`src/rtl/cfgmem_pkg.sv`:
```
package cfgmem_pkg;

    localparam int unsigned PADDR_W = 24;
    localparam logic [PADDR_W-1:0] FUSE_BASE = 24'h800000;
    localparam logic [7:0] FUSE_ON_BYTE  = 8'hFF;
    localparam logic [7:0] FUSE_OFF_BYTE = 8'h00;
    localparam logic [7:0] ERASED_BYTE   = 8'hFF;

    typedef enum logic [1:0] {
        CLR_IDLE,
        CLR_ONE,
        CLR_ARMED
    } clr_state_e;

    typedef enum logic [1:0] {
        TGT_NONE,
        TGT_ARRAY,
        TGT_FUSE
    } tgt_e;

    typedef struct packed {
        logic               wr;
        logic               rd;
        logic [PADDR_W-1:0] addr;
        logic [7:0]         data;
    } prog_req_t;

    function automatic tgt_e decode_target(input logic [PADDR_W-1:0] a,
                                           input int unsigned depth);
        tgt_e t;
        if (a[PADDR_W-1:2] == FUSE_BASE[PADDR_W-1:2]) t = TGT_FUSE;
        else if (32'(a) < depth)                     t = TGT_ARRAY;
        else                                          t = TGT_NONE;
        return t;
    endfunction

endpackage

```
`src/rtl/cfgmem_store.sv`:
```
module cfgmem_store
    import cfgmem_pkg::*;
#(
    parameter int unsigned ADDR_W       = 6,
    parameter int unsigned ERASE_CYCLES = 80
) (
    input  logic              clk,
    input  logic              rst,
    input  logic              wr_en_i,
    input  logic [ADDR_W-1:0] waddr_i,
    input  logic [7:0]        wdata_i,
    input  logic              erase_start_i,
    input  logic [ADDR_W-1:0] raddr_a_i,
    output logic [7:0]        rdata_a_o,
    input  logic [ADDR_W-1:0] raddr_b_i,
    output logic [7:0]        rdata_b_o,
    output logic              busy_o
);
    localparam int unsigned DEPTH     = 1 << ADDR_W;
    localparam int unsigned ERASE_LEN = (ERASE_CYCLES > DEPTH) ? ERASE_CYCLES : DEPTH;
    localparam int unsigned CNT_W     = $clog2(ERASE_LEN + 1);

    logic [7:0]       mem [DEPTH];
    logic [CNT_W-1:0] cnt_q;
    logic             busy_q;

    always_ff @(posedge clk) begin
        if (rst) begin
            busy_q <= 1'b0;
            cnt_q  <= '0;
        end else if (erase_start_i) begin
            busy_q <= 1'b1;
            cnt_q  <= '0;
        end else if (busy_q) begin
            if (cnt_q == CNT_W'(ERASE_LEN - 1)) busy_q <= 1'b0;
            cnt_q <= cnt_q + 1'b1;
        end
    end

    always_ff @(posedge clk) begin
        if (busy_q && (32'(cnt_q) < DEPTH))
            mem[cnt_q[ADDR_W-1:0]] <= ERASED_BYTE;
        else if (wr_en_i && !busy_q)
            mem[waddr_i] <= wdata_i;
    end

    assign rdata_a_o = mem[raddr_a_i];
    assign rdata_b_o = mem[raddr_b_i];
    assign busy_o    = busy_q;

    // the decoder upstream must never pass a write during an erase
    p_wr_not_busy_r11: assert property (@(posedge clk) disable iff (rst)
        wr_en_i |-> !busy_q);

    // erase window never runs past its length
    p_busy_bounded_r10: assert property (@(posedge clk) disable iff (rst)
        busy_q |-> (32'(cnt_q) < ERASE_LEN));

    // a new erase is only requested while idle
    p_start_idle_r10: assert property (@(posedge clk) disable iff (rst)
        erase_start_i |-> !busy_q);

endmodule

```
`src/rtl/cfgmem_fuse.sv`:
```
module cfgmem_fuse
    import cfgmem_pkg::*;
(
    input  logic       clk,
    input  logic       rst,
    input  logic       wr_i,
    input  logic       fuse_hit_i,
    input  logic [1:0] off_i,
    input  logic [7:0] wdata_i,
    input  logic       ser_rise_i,
    output logic       fuse_o,
    output logic       erase_start_o
);
    logic       fuse_q = 1'b0;
    clr_state_e st_q;
    logic [1:0] idx_q;
    logic [7:0] val_q;

    logic       byte_ok;
    logic       grp_done;
    logic [7:0] grp_val;

    always_comb begin
        grp_val  = (idx_q == 2'd0) ? wdata_i : val_q;
        byte_ok  = fuse_hit_i && (off_i == idx_q) && (wdata_i == grp_val) &&
                   ((wdata_i == FUSE_ON_BYTE) || (wdata_i == FUSE_OFF_BYTE));
        grp_done = wr_i && byte_ok && (idx_q == 2'd3);
        erase_start_o = grp_done && (grp_val == FUSE_OFF_BYTE) && fuse_q &&
                        (st_q != CLR_ONE);
    end

    always_ff @(posedge clk) begin
        if (rst) begin
            if (st_q == CLR_ARMED) fuse_q <= 1'b0;
            st_q  <= CLR_IDLE;
            idx_q <= '0;
            val_q <= '0;
        end else if (wr_i) begin
            if (byte_ok) begin
                idx_q <= idx_q + 2'd1;
                if (idx_q == 2'd0) val_q <= wdata_i;
                if (st_q == CLR_ARMED) st_q <= CLR_IDLE;
                if (grp_done) begin
                    if (grp_val == FUSE_ON_BYTE) begin
                        fuse_q <= 1'b1;
                        st_q   <= CLR_IDLE;
                    end else if (fuse_q) begin
                        st_q <= (st_q == CLR_ONE) ? CLR_ARMED : CLR_ONE;
                    end
                end
            end else begin
                idx_q <= '0;
                st_q  <= CLR_IDLE;
            end
        end else if (ser_rise_i && (st_q == CLR_ARMED)) begin
            fuse_q <= 1'b0;
            st_q   <= CLR_IDLE;
        end
    end

    assign fuse_o = fuse_q;

    // an armed clear only exists for a set fuse
    p_armed_set_r12: assert property (@(posedge clk) disable iff (rst)
        (st_q == CLR_ARMED) |-> fuse_q);

    // the fuse only drops out of the armed state
    p_clear_needs_arm_r12: assert property (@(posedge clk) disable iff (rst)
        $fell(fuse_q) |-> ($past(st_q) == CLR_ARMED));

    // the fuse only rises on an accepted FF fuse write
    p_set_by_ff_r8: assert property (@(posedge clk) disable iff (rst)
        $rose(fuse_q) |-> $past(wr_i && fuse_hit_i && (wdata_i == FUSE_ON_BYTE)));

endmodule

```
`src/rtl/cfgmem_readout.sv`:
```
module cfgmem_readout #(
    parameter int unsigned ADDR_W = 6
) (
    input  logic              clk,
    input  logic              rst,
    input  logic              rd_mode_i,
    input  logic              ce_n_i,
    input  logic              oe_rst_i,
    input  logic              rd_clk_i,
    input  logic              fuse_i,
    input  logic [7:0]        byte_i,
    output logic [ADDR_W-1:0] addr_o,
    output logic              sdo_o,
    output logic              sdo_oe_o,
    output logic              low_pwr_o
);
    logic [2:0]        bit_q;
    logic [ADDR_W-1:0] addr_q;
    logic              rd_clk_q;
    logic              step;
    logic              active;

    assign step   = rd_clk_i && !rd_clk_q;
    assign active = rd_mode_i && !ce_n_i;

    always_ff @(posedge clk) begin
        rd_clk_q <= rd_clk_i;
        if (rst) begin
            bit_q  <= '0;
            addr_q <= '0;
        end else if (active) begin
            if (oe_rst_i) begin
                bit_q  <= '0;
                addr_q <= '0;
            end else if (step) begin
                bit_q <= bit_q + 3'd1;
                if (bit_q == 3'd7) addr_q <= addr_q + 1'b1;
            end
        end
    end

    assign addr_o    = addr_q;
    assign sdo_oe_o  = active && !oe_rst_i && !fuse_i;
    assign sdo_o     = sdo_oe_o ? byte_i[3'd7 - bit_q] : 1'b0;
    assign low_pwr_o = rd_mode_i && ce_n_i;

    // deselected readout holds both counters
    p_hold_deselect_r4: assert property (@(posedge clk) disable iff (rst)
        (rd_mode_i && ce_n_i) |=> ($stable(bit_q) && $stable(addr_q)));

    // counter clear under oe_rst
    p_clear_counters_r3: assert property (@(posedge clk) disable iff (rst)
        (active && oe_rst_i) |=> ((bit_q == 3'd0) && (addr_q == '0)));

endmodule

```
`src/rtl/cfgmem_secure_ctrl.sv`:
```
module cfgmem_secure_ctrl
    import cfgmem_pkg::*;
#(
    parameter int unsigned ADDR_W       = 6,
    parameter int unsigned ERASE_CYCLES = 80
) (
    input  logic               clk,
    input  logic               rst,
    input  logic               ser_en_i,
    input  logic               ce_n_i,
    input  logic               oe_rst_i,
    input  logic               rd_clk_i,
    output logic               sdo_o,
    output logic               sdo_oe_o,
    output logic               low_pwr_o,
    input  logic               wr_en_i,
    input  logic               rd_en_i,
    input  logic [PADDR_W-1:0] addr_i,
    input  logic [7:0]         wdata_i,
    output logic [7:0]         rdata_o,
    output logic               rvalid_o,
    output logic               busy_o
);
    localparam int unsigned DEPTH = 1 << ADDR_W;

    prog_req_t         req;
    tgt_e              tgt;
    logic              wr_acc;
    logic              busy_w;
    logic              fuse_w;
    logic              erase_start_w;
    logic              ser_q;
    logic              ser_rise;
    logic [7:0]        rdata_a_w;
    logic [7:0]        rdata_b_w;
    logic [ADDR_W-1:0] ro_addr_w;
    logic [7:0]        rdata_q;
    logic              rvalid_q;

    always_comb begin
        req.wr   = wr_en_i && !ser_en_i;
        req.rd   = rd_en_i && !ser_en_i;
        req.addr = addr_i;
        req.data = wdata_i;
        tgt      = decode_target(req.addr, DEPTH);
        wr_acc   = req.wr && !busy_w;
    end

    assign ser_rise = ser_en_i && !ser_q;

    always_ff @(posedge clk) begin
        if (rst) begin
            ser_q    <= ser_en_i;
            rvalid_q <= 1'b0;
            rdata_q  <= '0;
        end else begin
            ser_q    <= ser_en_i;
            rvalid_q <= req.rd;
            if (req.rd) begin
                case (tgt)
                    TGT_FUSE:  rdata_q <= fuse_w ? FUSE_ON_BYTE : FUSE_OFF_BYTE;
                    TGT_ARRAY: rdata_q <= rdata_a_w;
                    default:   rdata_q <= '0;
                endcase
            end
        end
    end

    cfgmem_store #(
        .ADDR_W      (ADDR_W),
        .ERASE_CYCLES(ERASE_CYCLES)
    ) u_store (
        .clk          (clk),
        .rst          (rst),
        .wr_en_i      (wr_acc && (tgt == TGT_ARRAY)),
        .waddr_i      (req.addr[ADDR_W-1:0]),
        .wdata_i      (req.data),
        .erase_start_i(erase_start_w),
        .raddr_a_i    (req.addr[ADDR_W-1:0]),
        .rdata_a_o    (rdata_a_w),
        .raddr_b_i    (ro_addr_w),
        .rdata_b_o    (rdata_b_w),
        .busy_o       (busy_w)
    );

    cfgmem_fuse u_fuse (
        .clk          (clk),
        .rst          (rst),
        .wr_i         (wr_acc),
        .fuse_hit_i   (tgt == TGT_FUSE),
        .off_i        (req.addr[1:0]),
        .wdata_i      (req.data),
        .ser_rise_i   (ser_rise),
        .fuse_o       (fuse_w),
        .erase_start_o(erase_start_w)
    );

    cfgmem_readout #(
        .ADDR_W(ADDR_W)
    ) u_readout (
        .clk      (clk),
        .rst      (rst),
        .rd_mode_i(ser_en_i),
        .ce_n_i   (ce_n_i),
        .oe_rst_i (oe_rst_i),
        .rd_clk_i (rd_clk_i),
        .fuse_i   (fuse_w),
        .byte_i   (rdata_b_w),
        .addr_o   (ro_addr_w),
        .sdo_o    (sdo_o),
        .sdo_oe_o (sdo_oe_o),
        .low_pwr_o(low_pwr_o)
    );

    assign rdata_o  = rdata_q;
    assign rvalid_o = rvalid_q;
    assign busy_o   = busy_w;

    // no read response for a request made in readout mode
    p_port_idle_r1: assert property (@(posedge clk) disable iff (rst)
        ser_en_i |=> !rvalid_o);

    // a set fuse never lets the driver on
    p_no_leak_r9: assert property (@(posedge clk) disable iff (rst)
        fuse_w |-> !sdo_oe_o);

endmodule

```
`config.mk`:
```
export PLATFORM = sky130hd
export DESIGN_NAME = cfgmem_secure_ctrl
export DESIGN_NICKNAME = d
export VERILOG_FILES = /design/src/rtl/cfgmem_pkg.sv /design/src/rtl/cfgmem_store.sv /design/src/rtl/cfgmem_fuse.sv /design/src/rtl/cfgmem_readout.sv /design/src/rtl/cfgmem_secure_ctrl.sv
export SDC_FILE = /design/constraint.sdc
export NUM_CORES = 1
export LEC_CHECK = 0
export BUFFER_PORTS_ARGS = -buffer_cell sky130_fd_sc_hd__buf_4
export CAP_MARGIN = 20
export CORE_MARGIN = 2
export CORE_UTILIZATION = 60
export DETAILED_ROUTE_END_ITERATION = 16
export GPL_TIMING_DRIVEN = 1
export PLACE_DENSITY = 0.79
export REMOVE_ABC_BUFFERS = 1
export SLEW_MARGIN = 0
export SYNTH_ARGS = -nofsm -noshare
export SYNTH_HDL_FRONTEND = slang
export SYNTH_SLANG_ARGS = --single-unit
```
`constraint.sdc`:
```
create_clock -name clk -period 4.6 [get_ports clk]
set_input_delay 0.92 -clock clk [delete_from_list [all_inputs] [get_ports clk]]
set_output_delay 0.92 -clock clk [all_outputs]
set_load 0.1 [all_outputs]
```
==> impl_results.md, run 1 <==
- Dpl hpwl: 50.3 mm
- Max Cap Viol: 0
- Final hold vios: 0
- Crit Path Max Fanout: 11
- Sequential element share of the synthesized area: 0.620
- CTS max path bufs: 3
- Port Buffers: 52
- DRT Pass-1 Iters: 8
- Vias in the first global route: 16,456
- Min-delay src: rd_clk_i
- GP Congestion: 1.06
- GR Util met3: 0.116
- Final clock skew: 0.0180 ns
- Synthesized instance count: 1,457
- Required time of the critical path: 3.68 ns
- Gr ovfl total: 0
- Chip height: 213 um
- DRC violations left: 0
- Yosys synthesis warning count: 0
- Total Power: 10.0 mW
- DR iter-0 viols: 2,804
- Total GRT Usage: 0.351
- CP Capture Type: output port
- Final #Nets: 1,645
- Post-synth EDFFs: 513
- Syn Std Cell Area: 26,300 um2
- Clk Latency, worst-skew pair: 0.61 ns
- Maximum operating frequency: 214 MHz
- Core ar.: 43,200 um2
- Main synth FF type: edfxtp_1
- Max Slew Vio Count: 0
- Hold_ws: 0.427 ns
- Synth top cells by count: 513 x edfxtp_1, 273 x mux4_2, 110 x nor2_1, 72 x mux2i_1, 53 x nand2_1
- Met1 usage: 0.475
- Share of cells above drive strength 1: 0.338
- Critical Path AT: 3.75 ns
- Critical path class: reg -> out
- RSZ-0062 raised after global routing: false
- Max VDD drop: 0.269 mV
- Grt met2 use: 0.523
- Period Utilization, post-route: 1.01
- Power density of the placed cells: 336 nW/um2
- Largest cells by area after synthesis: edfxtp_1 59%, mux4_2 23%, dfxtp_1 3.5%, mux2i_1 2.7%, nor2_1 1.6%
- CTS tree: done
- Initial antenna violation count: 4
- Least-Margin Pin Slew: 1.07 ns
- Placed Cells: 2,122
- Yosys reg bits: 559
- Routed wire length: 77.3 mm
- IO Pins: 53
- Top-area cell type share of the netlist area: 0.585
- Setup ws final: -0.0679 ns
- Standard-cell rows: 76
- CTS root buf: clkbuf_16
- Crit start category: flip-flop
- Final setup viols: 1
- Mean Syn Cell Area: 18.1 um2
- Vias per cell: 7.48
- First-pass GRT wire length: 112 mm
- Min cycle time layout: 4.67 ns
- Global route hottest layer: met2
- Hold Path Class: in -> reg
- CTS sink count: 559
- Layout Cells excl Fill: 2,228
- Routed Antenna Nets: 0
- P&R area growth vs syn: 13.3%
- Routed length per instance: 34.7 um
- Die ar.: 45,600 um2
- Die width: 213 um
- Initial Util: 0.610
- Cts bufs inserted: 55
- Status: finished with violations
- Lkg Pwr: 10.7 nW
- # hold bufs at CTS: 0
- Post-synth cell types: 63
- Largest net degree at the start of global routing: 73
- Worst r2r src: u_store.busy_o$_SDFF_PP0_
- Count leader, synth: edfxtp_1
- Failing checks: setup timing
- Vias: 16,658
- Async S/R FF share, synth: 0
- Htree depth: 2
- Top cell type by total area after synthesis: edfxtp_1
- Rel. slew slack: 0.289
- Clock transition at path regs: 0.06 ns
- Total Neg Setup Slack: -0.0679 ns
-- kinds of logic after synthesis --
| family | share of synthesized area |
|---|---|
| compound gates | 0.0358 |
| xor+xnor | 0.00599 |
| fa+ha+maj | 0.00285 |
| buf+inv | 0.0225 |
| flops | 0.620 |
| mux | 0.263 |
| simple gates | 0.0498 |
-- path summary, 6_finish.rpt --
kind | cells after the start | to | slack (ns)
setup / recovery | 7 | sdo_o | -0.07
hold / removal | 1 | u_readout.rd_clk_q$_DFF_P_ | 0.43
setup reg to reg | 7 | u_store.mem[8][2]$_DFFE_PP_ | 0.75
hold reg to reg | 2 | flip-flop | 0.53
-- timing repair --
action	CTS	global route
setup buffers	4	1
gates resized for setup	1	4
endpoints found under the setup margin	1	1
-- through the flow --
step                      setup WS, ns  utilization  instance area, um2
after global routing           0.00571        0.691               29800
after detailed placement         0.327        0.650               28100
after CTS                       0.0141        0.690               29800
after floorplan                  -3.71            -               25800
after global placement           0.452        0.650               28100
final                          -0.0679        0.691               29800
-- worst max-delay path, stage by stage (launching register included) --
cell	delay, ns
dfxtp_1	0.74
inv_2	0.38
buf_4	0.30
mux4_2	0.47
a2111oi_0	0.47
nor3_1	0.12
a32o_1	0.36
buf_4	0.26
-- flip-flops by register name, indices dropped and copies added, names as in the netlist, named ones only --
signal	count
u_store.mem	512
rdata_o	8
u_fuse.val_q	8
u_store.cnt_q	7
u_readout.addr_o	6
u_readout.bit_q	3
u_fuse.idx_q	2
u_fuse.st_q	2
rvalid_o	1
ser_q	1
u_fuse.fuse_o	1
u_readout.rd_clk_q	1
u_store.busy_o	1
-- metal layers --
metal / up-vias / share of wire / wire length [um]
li1: 6417 / - / -
met4: 4 / 0.055 / 4220
met2: 1567 / 0.45 / 35100
met3: 271 / 0.15 / 12000
met5: - / 0.00030 / 23
met1: 8399 / 0.34 / 26000
-- where the power goes --
part	total [mW]	internal, mW	switching, mW
Sequential	5.47	5.46	0.00237
Combinational	0.275	0.113	0.162
Clock	4.30	2.41	1.88
Total	10.0	7.99	2.05
-- placed cells by master, fill, tap and decap left out, drive strengths merged, types with 19 or more instances in the layout --
cell,instances
mux4,273
nand2,55
nand4,19
buf,186
clkbuf,78
edfxtp,513
a21oi,23
nor3,19
dfxtp,46
clkinv,22
nand3,23
nor2,110
mux2i,72
-- area by class of cell --
cell class,count,area (um2)
tap,585,732
clock inverter,23,149
timing repair buffer,187,1590
sequential,559,16300
fill,2693,13300
multi-input combinational,780,9440
antenna,1,2.50
inverter,16,60.1
clock buffer,77,1530
Note: power is estimated with default switching activity, not from simulation.
==> inputs of run 2 (changes only) <==
--- a/config.mk
+++ b/config.mk
@@ -8,11 +8,12 @@
 export BUFFER_PORTS_ARGS = -buffer_cell sky130_fd_sc_hd__buf_4
 export CAP_MARGIN = 20
 export CORE_MARGIN = 2
-export CORE_UTILIZATION = 60
+export CORE_UTILIZATION = 50
 export DETAILED_ROUTE_END_ITERATION = 16
 export GPL_TIMING_DRIVEN = 1
-export PLACE_DENSITY = 0.79
+export PLACE_DENSITY = 0.68
 export REMOVE_ABC_BUFFERS = 1
+export SKIP_LAST_GASP = 1
 export SLEW_MARGIN = 0
 export SYNTH_ARGS = -nofsm -noshare
 export SYNTH_HDL_FRONTEND = slang
==> run 2 against run 1 <==
Against the previous run:
- the run now ends clean
- global-route usage down 6.9 points
- non-clock buffer count up 20
- sequential share of layout area shrank 0.56 points
- power rose by 0.83%
- via count fell by 4.0%
- critical path depth grew 3
- clock skew shrank 0.0059 ns
- die area grew 20%
- flip-flop and latch count stayed put
- setup slack better by 0.072 ns
- hold slack worse by 0.0036 ns
- critical path type unchanged
- largest cell class unchanged
==> impl_results.md, run 2 (synthesis gave the netlist of run 1 again) <==
- Status: complete, no violations
- Die ar.: 54,500 um2
- Maximum operating frequency: 218 MHz
- Critical-path top delay cell: nor4_2
- Total Neg Setup Slack: 0 ns
- Share of power burned in registers: 0.540
- Htree depth: 2
- Pint: 8.05 mW
- CTS root buf: clkbuf_16
- Max Cap Viol: 0
- Critical-path cell list: inv_1 -> buf_4 -> nand2_1 -> nand4_1 -> o41ai_1 -> buf_4 -> nor4_2 -> and4_1 -> a32o_1 -> buf_4
- Gr ovfl total: 0
- Crit start category: flip-flop
- P&R area growth vs syn: 14.5%
- CP Capture Type: output port
- Least-Margin Pin Slew: 0.894 ns
- R2R Setup Slk: 1.15 ns
- Share of power burned in combinational logic: 0.027
- Placed Cells: 2,241
- Final clock skew: 0.0122 ns
- Clk Latency, worst-skew pair: 0.61 ns
- Core ar.: 52,300 um2
- DR iter-0 viols: 2,303
- Switch Pwr: 2.07 mW
- GP Congestion: 0.986
- Sw frac: 0.205
- Routed length per instance: 32.2 um
- Routed wire length: 75.8 mm
- DRT Pass-1 Iters: 6
- Die width: 233 um
- Required time of the critical path: 3.68 ns
- Vias: 15,992
- Layout Cells excl Fill: 2,354
- Hold_ws: 0.423 ns
- DRC violations left: 0
- IO Pins: 53
- Most frequent cells in the layout: 513 x edfxtp_1, 273 x mux4_2, 191 x buf_4
- CP most frequent cell: buf_4
- Hold Crit Depth: 1
- Power density of the placed cells: 336 nW/um2
- Routed Antenna Nets: 0
- Total GRT Usage: 0.282
- Max Slew Vio Count: 0
- Vias in the first global route: 15,789
- CTS sink count: 559
- Cts bufs inserted: 56
- # hold bufs at CTS: 0
- Final #Nets: 1,666
- Hold Path Class: in -> reg
- Clock transition at path regs: 0.06 ns
- Largest register FFs: 512
- Lkg Pwr: 10.8 nW
- Most common cell after layout, fill and taps aside: edfxtp_1
- First-pass GRT wire length: 109 mm
- Critical Path AT: 3.68 ns
- Final hold vios: 0
- Port Buffers: 52
- CTS tree: done
- Initial antenna violation count: 3
- Rel. slew slack: 0.402
- Min cycle time layout: 4.60 ns
- Critical path class: reg -> out
- CTS max path bufs: 3
- Standard-cell rows: 84
- Vias per cell: 6.79
- Share of cells above drive strength 1: 0.346
- Chip height: 233 um
- Dpl hpwl: 51.6 mm
- Crit Path Max Fanout: 13
- Largest net degree at the start of global routing: 65
- Worst reg-to-reg path cell count: 8
- Period Utilization, post-route: 0.999
- Final setup viols: 0
- Largest Register: u_store.mem
- CP max stage delay: 0.55 ns
- Initial Util: 0.503
- Clock power frac: 0.433
- N_diodes: 0
- Max VDD drop: 0.312 mV
==> run 2: cell types whose count changed in the layout (fill, tap and decap cells not counted), moves of 2 or more <==
cell,delta
clkinvlp_4,+2
buf_4,+22
clkbuf_8,-4
clkbuf_1,+2
buf_12,-3
==> run 2: stage by stage <==
stage | utilization | worst slack (ns) | instance area (um2) | power, mW
4_1_cts | 0.574 | 0.0383 | 30000 | 10.2
3_3_place_gp | 0.540 | 0.454 | 28300 | 5.85
3_5_place_dp | 0.540 | 0.412 | 28300 | 5.85
2_1_floorplan | - | -3.71 | 25800 | 5.69
5_1_grt | 0.576 | -0.00307 | 30100 | 10.4
6_report | 0.576 | 0.00437 | 30100 | 10.1
==> run 2: worst max-delay path: cells and delay by family (launching register included) <==
kind                   cells  cell delay (ns)
flip-flops                 1             0.41
AND/OR/NAND/NOR            4             0.97
buffers and inverters      4             1.33
AO/OA/AOI/OAI              2             0.32
==> run 2: timing repair <==
item                                    CTS  global route
pin swaps                                 0             0
buffers inserted                          1             5
endpoints found under the setup margin    1             1
gates resized for setup                   1             3
==> run 2: final timing paths <==
check                                        start                      endpoint
setup / recovery                         flip-flop                         sdo_o
hold reg to reg   u_readout.addr_o[5]$_SDFFE_PP0P_                     flip-flop
hold / removal                            rd_clk_i    u_readout.rd_clk_q$_DFF_P_
setup reg to reg         u_store.busy_o$_SDFF_PP0_  u_store.mem[17][0]$_DFFE_PP_
==> run 2: metal layers <==
metal,up-vias,track usage,routed length (um)
met5,-,0,38
met4,6,0.0941,2790
met3,185,0.0768,8930
met2,1072,0.440,35300
met1,8272,0.388,28800
li1,6457,-,-
==> run 2: power by group through the flow <==
stage | Combinational [mW] | Clock, mW | Sequential, mW
2_1_floorplan | 0.0910 | 0 | 5.60
3_3_place_gp | 0.274 | 0 | 5.58
3_5_place_dp | 0.274 | 0 | 5.58
4_1_cts | 0.275 | 4.43 | 5.47
5_1_grt | 0.289 | 4.60 | 5.46
6_report | 0.273 | 4.38 | 5.47
==> run 2: final cells by class <==
cell class / instances / area, um2
fill: 3918 / 22200
inverter: 16 / 60.1
tap: 688 / 861
timing repair buffer: 207 / 1730
sequential: 559 / 16300
clock inverter: 27 / 211
multi-input combinational: 780 / 9430
clock buffer: 77 / 1520
